--- config.mk ---
export PLATFORM = sky130hd
export DESIGN_NAME = chunk_packer
export DESIGN_NICKNAME = d
export VERILOG_FILES = /design/src/rtl/chunk_packer_pkg.sv /design/src/rtl/cp_take_calc.sv /design/src/rtl/cp_merge.sv /design/src/rtl/cp_ctrl.sv /design/src/rtl/chunk_packer.sv
export SDC_FILE = /design/constraint.sdc
export NUM_CORES = 2
export LEC_CHECK = 0
export ABC_CLOCK_PERIOD_IN_PS = 16300
export BUFFER_PORTS_ARGS = -buffer_cell sky130_fd_sc_hd__buf_2
export CORE_AREA = 5 5 428 430
export DETAILED_ROUTE_END_ITERATION = 16
export DIE_AREA = 0 0 433 435
export SYNTH_ARGS = -nofsm -noshare
export SYNTH_HDL_FRONTEND = slang
export SYNTH_SLANG_ARGS = --single-unit
--- constraint.sdc ---
create_clock -name clk -period 16.3 [get_ports clk]
set_clock_uncertainty 0.1 [all_clocks]
set_input_delay 3.26 -clock clk [delete_from_list [all_inputs] [get_ports clk]]
set_output_delay 3.26 -clock clk [all_outputs]
set_load 0.02 [all_outputs]
--- src/rtl/chunk_packer_pkg.sv ---
package chunk_packer_pkg;

  typedef enum logic [1:0] {
    PK_IDLE   = 2'd0,
    PK_GATHER = 2'd1,
    PK_HOLD   = 2'd2
  } pk_state_e;

endpackage

--- src/rtl/cp_take_calc.sv ---
// Works out how many offered bits fit and how many spill.
module cp_take_calc #(
  parameter int WORD_W = 64,
  parameter int BUF_W  = 1024,
  localparam int LEN_W  = $clog2(WORD_W + 1),
  localparam int FILL_W = $clog2(BUF_W + 1)
) (
  input  logic [LEN_W-1:0]  len_raw,
  input  logic [FILL_W-1:0] fill,
  output logic [LEN_W-1:0]  take,
  output logic [LEN_W-1:0]  spill,
  output logic [FILL_W-1:0] fill_next,
  output logic              hits_top
);
  localparam logic [LEN_W-1:0]  WORD_MAX = LEN_W'(WORD_W);
  localparam logic [FILL_W-1:0] TOP      = FILL_W'(BUF_W);

  logic [LEN_W-1:0]  len_c;
  logic [FILL_W-1:0] room;

  always_comb begin
    len_c = (len_raw > WORD_MAX) ? WORD_MAX : len_raw;
    room  = TOP - fill;
    if (FILL_W'(len_c) <= room) take = len_c;
    else                        take = LEN_W'(room);
    spill     = len_c - take;
    fill_next = fill + FILL_W'(take);
    hits_top  = (fill_next == TOP);
  end
endmodule

--- src/rtl/cp_merge.sv ---
// Masks the word to the kept length and shifts it to the fill offset.
module cp_merge #(
  parameter int WORD_W = 64,
  parameter int BUF_W  = 1024,
  localparam int LEN_W  = $clog2(WORD_W + 1),
  localparam int FILL_W = $clog2(BUF_W + 1)
) (
  input  logic [WORD_W-1:0] word,
  input  logic [LEN_W-1:0]  take,
  input  logic [FILL_W-1:0] fill,
  output logic [BUF_W-1:0]  placed
);
  logic [WORD_W-1:0] keep_mask;
  logic [WORD_W-1:0] kept;
  logic [BUF_W-1:0]  widened;

  for (genvar g = 0; g < WORD_W; g++) begin : g_mask
    assign keep_mask[g] = (take > LEN_W'(g));
  end

  assign kept    = word & keep_mask;
  assign widened = {{(BUF_W - WORD_W){1'b0}}, kept};
  assign placed  = widened << fill;
endmodule

--- src/rtl/cp_ctrl.sv ---
// Intake state machine, fill pointer and spill register.
module cp_ctrl #(
  parameter int WORD_W = 64,
  parameter int BUF_W  = 1024,
  localparam int LEN_W  = $clog2(WORD_W + 1),
  localparam int FILL_W = $clog2(BUF_W + 1)
) (
  input  logic              clk,
  input  logic              rst_n,
  input  logic              in_valid,
  input  logic              in_last,
  input  logic              blk_done,
  input  logic [LEN_W-1:0]  spill_now,
  input  logic [FILL_W-1:0] fill_next,
  input  logic              hits_top,
  output logic              accept,
  output logic              clear,
  output logic              in_ready,
  output logic              blk_valid,
  output logic [FILL_W-1:0] fill,
  output logic [LEN_W-1:0]  spill_cnt
);
  import chunk_packer_pkg::*;

  pk_state_e state, state_n;

  assign in_ready  = (state == PK_GATHER);
  assign blk_valid = (state == PK_HOLD);
  assign accept    = in_valid && in_ready;
  assign clear     = blk_valid && blk_done;

  always_comb begin
    state_n = state;
    unique case (state)
      PK_IDLE:   state_n = PK_GATHER;
      PK_GATHER: if (accept && (hits_top || in_last)) state_n = PK_HOLD;
      PK_HOLD:   if (blk_done) state_n = PK_GATHER;
      default:   state_n = PK_IDLE;
    endcase
  end

  always_ff @(posedge clk or negedge rst_n) begin
    if (!rst_n) begin
      state     <= PK_IDLE;
      fill      <= '0;
      spill_cnt <= '0;
    end else begin
      state <= state_n;
      if (clear) begin
        fill      <= '0;
        spill_cnt <= '0;
      end else if (accept) begin
        fill      <= fill_next;
        spill_cnt <= spill_now;
      end
    end
  end
endmodule

--- src/rtl/chunk_packer.sv ---
module chunk_packer #(
  parameter int WORD_W = 64,
  parameter int BUF_W  = 1024,
  localparam int LEN_W  = $clog2(WORD_W + 1),
  localparam int FILL_W = $clog2(BUF_W + 1)
) (
  input  logic              clk,
  input  logic              rst_n,
  input  logic              in_valid,
  output logic              in_ready,
  input  logic [WORD_W-1:0] in_data,
  input  logic [LEN_W-1:0]  in_len,
  input  logic              in_last,
  output logic              blk_valid,
  input  logic              blk_done,
  output logic [BUF_W-1:0]  blk_data,
  output logic [FILL_W-1:0] blk_fill,
  output logic [LEN_W-1:0]  spill_cnt
);
  logic [LEN_W-1:0]  take, spill_now;
  logic [FILL_W-1:0] fill_next;
  logic              hits_top, accept, clear;
  logic [BUF_W-1:0]  placed;

  cp_take_calc #(.WORD_W(WORD_W), .BUF_W(BUF_W)) u_take (
    .len_raw(in_len), .fill(blk_fill), .take(take), .spill(spill_now),
    .fill_next(fill_next), .hits_top(hits_top)
  );

  cp_merge #(.WORD_W(WORD_W), .BUF_W(BUF_W)) u_merge (
    .word(in_data), .take(take), .fill(blk_fill), .placed(placed)
  );

  cp_ctrl #(.WORD_W(WORD_W), .BUF_W(BUF_W)) u_ctrl (
    .clk(clk), .rst_n(rst_n), .in_valid(in_valid), .in_last(in_last),
    .blk_done(blk_done), .spill_now(spill_now), .fill_next(fill_next),
    .hits_top(hits_top), .accept(accept), .clear(clear),
    .in_ready(in_ready), .blk_valid(blk_valid), .fill(blk_fill),
    .spill_cnt(spill_cnt)
  );

  always_ff @(posedge clk or negedge rst_n) begin
    if (!rst_n)      blk_data <= '0;
    else if (clear)  blk_data <= '0;
    else if (accept) blk_data <= blk_data | placed;
  end
endmodule

==> flow_metrics.tcl <==
set metrics [dict create \
    dpl-instance-area_um2 63300 \
    via_per_inst 6.63 \
    place.detailed.hpwl_um 314000 \
    worst_slack_ps 4510 \
    max_stage_delay_ps 1050 \
    critPathCaptureType "flip-flop" \
    synth_most_common_cell "dfrtp_1" \
    cts_hold_buffers 0 \
    fp.dieH_um 435 \
    gr-total-overflow 0 \
    clk_pin_slew_ps 60 \
    areaGrowthSynthToFinish_pct 24.8 \
    setup_viol 0 \
    period_needed_ps 11790 \
    finalSetupTns_ps 0 \
    pre_cts_ws_ps 4930 \
    cts_root_buffer "clkbuf_16" \
    place.gp.congestion 1.07 \
    cts-buffers-inserted 114 \
    min_path_type "flip-flop to flip-flop" \
    ir_worst_vdd_v 0.000119 \
    rsz0062_at_grt "false" \
    worstPathRequired_ps 16790 \
    violations "capacitance limit, slew limit" \
    num_vias 63300 \
    ys_types 106 \
    finalNonFillerCells 9542 \
    final_layout_size_suffix_gt1_frac 0.252 \
    crit_fanout 49 \
    drt_iter0_markers 10600 \
    synth-edff-count 0 \
    synth_nets 6130 \
    period_share 0.724 \
    leakage_nw 31.7 \
    grtUsageMet3 0.189 \
    synth.avg_cell_area_um2 8.97 \
    grt_antenna_before_repair 23 \
    cts_tree "built" \
    syn_inst 6031 \
    utilization 0.376 \
    syn_area_um2 54100 \
    design_area_um2 67500 \
    powerDensity_nw_per_um2 269 \
    row_count 156 \
    crit_family "compound AO/OA/AOI/OAI gates" \
    outcome "finished, violations left" \
    start_util 0.302 \
    fmax_ghz 0.0848 \
    crit_chain "inv_2 > ha_1 > nor3b_1 > a21oi_1 > nor2_2 > buf_4 > inv_1 > ha_1 > nand4_1 > nor2_1 > a2111o_1 > nor3_4 > buf_4 > a31oi_1 > a31oi_1 > o221ai_1 > o32a_1 > mux2i_1 > mux2i_1 > mux2i_2 > o21ai_0" \
    post_cts_buffers 0 \
    cts_sinks 1044 \
    die_w_um 433 \
    met2_usage 0.596 \
    fin_nets 7151 \
    portBuffers 1119 \
    drt-pass1-iter-count 8 \
    critPathLaunchType "flip-flop" \
    hold_viol_final 0 \
    synth_seq_cells 1044 \
    crit_slowest_cell "mux2i_1" \
    worst-path-buf-inv 4 \
    gr-usage-met1 0.501 \
    synth_top_area_cell "dfrtp_1" \
    synthTopCellsByCount "1044 x dfrtp_1, 790 x nand2_1, 687 x o21ai_0" \
    worst_slew_pin_slew_ps 1590 \
    maxCapViolCount 2 \
    die_area_um2 188000 \
    grt_pass1_vias 58200 \
    relSlewSlack -0.0717 \
    grt_pass1_wl_um 544000 \
    async_reset_ff_frac 1.00 \
    grt_max_degree 187 \
    synth_top_area_share 0.483 \
    drtAntennaViolNets 0 \
    yosys_most_used_dff "dfrtp_1" \
    slew_violations 10 \
    htreeDepth 3 \
    ys_seq_area_frac 0.483 \
    coreArea_um2 179000 \
    routedWlPerCell_um 43.2 \
    clk_latency_ps 770 \
    grt_use_total 0.419 \
    yosysWarnings 0 \
    dpl.cell_count 9305 \
    setup.worst_path.class "flip-flop to flip-flop" \
    post_cts_resized 0 \
    drc 0 \
    io_pins 1120 \
    cts.path.max_buffers 3 \
    crit_arrival_ps 12290 \
    synthTopCellsByArea "dfrtp_1 48%, o21ai_0 6.4%, nand2_1 5.5%" \
    wirelength_um 413000 \
    busiest_layer "met2" \
]
[cell type report]
class,count,area [um^2]
antenna,24,60.1
clock buffer,161,3360
clock inverter,51,768
fill,18500,112000
inverter,89,335
multi-input combinational,4411,26100
sequential,1044,26200
tap,2370,2970
timing repair buffer,1392,7750
[tightest hold or removal path, stage by stage (launching register included)]
cell and delay [ps]:
dfrtp_1 330, nand2_1 50, o21ai_0 60
[layout by cell type (no fill, tap or decap), drive strengths merged, types with 25 or more instances in the layout]
cell | Yosys | layout
buf | 81 | 1392
dfrtp | 1044 | 1044
nand2 | 791 | 791
o21ai | 706 | 706
nor2 | 575 | 575
a21oi | 517 | 517
clkbuf | 406 | 161
a22o | 127 | 127
o22ai | 116 | 116
nor3 | 106 | 106
a221oi | 96 | 96
nand3 | 94 | 94
inv | 86 | 93
a22oi | 90 | 90
a31oi | 87 | 87
a211oi | 71 | 71
o221ai | 67 | 67
mux2i | 60 | 60
a21o | 51 | 51
o21a | 46 | 46
o31a | 40 | 40
nand2b | 39 | 39
a32oi | 38 | 38
o211ai | 37 | 37
and2 | 35 | 35
nor4 | 34 | 34
nor2b | 32 | 32
nand4 | 31 | 31
clkinv | 3 | 30
and3 | 27 | 27
o32ai | 27 | 27
a221o | 26 | 26
mux2 | 25 | 25
[power by group]
part           total (W)  internal (W)  switching (W)
Combinational     0.0113       0.00245        0.00886
Sequential       0.00394       0.00335       0.000589
Clock            0.00289       0.00166        0.00122
Total             0.0181       0.00747         0.0107
[kinds of logic (layout without fill, tap and decap cells)]
kind of cell    Yosys count  count (layout)  share of synthesized area
other cells               0              24                          0
mux                      94              94                     0.0201
simple gates           1850            1850                      0.149
compound gates         2426            2426                      0.297
fa+ha+maj                23              23                    0.00560
xor+xnor                 18              18                    0.00291
flops                  1044            1044                      0.483
buf+inv                 576            1693                     0.0430
[final timing paths]
| check | to | slack (ps) | start | depth (start not counted) |
|---|---|---|---|---|
| worst max-delay path | blk_data[70] | 4510 | u_ctrl.fill[1] | 21 |
| worst min-delay path | blk_data[76] | 370 | blk_data[76] | 2 |
| worst max register to register | blk_data[70] | 4510 | u_ctrl.fill[1] | 21 |
| worst min register to register | blk_data[76] | 370 | blk_data[76] | 2 |
| max in group asynchronous | blk_data[854] | 10240 | rst_n | 4 |
| min in group asynchronous | blk_data[978] | 2400 | rst_n | 1 |
[per-stage QoR]
stage | hold WS, ps | total power (W)
2_1_floorplan | 368 | 0.00856
5_1_grt | 389 | 0.0181
3_5_place_dp | 365 | 0.0145
3_3_place_gp | 356 | 0.0145
6_report | 373 | 0.0181
4_1_cts | 378 | 0.0174
[state kept, by name, indices dropped and copies added (netlist names)]
register and flops:
u_ctrl.spill_cnt 7, u_ctrl.state 2, blk_data 1024, u_ctrl.fill 11
[per-layer routing]
metal / routed length, um / up-vias
met1: 148000 / 31900
met2: 167000 / 5479
met4: 38200 / 4
met3: 59000 / 1412
li1: - / 24500
met5: 146 / -
(Power assumes the default switching activity.)
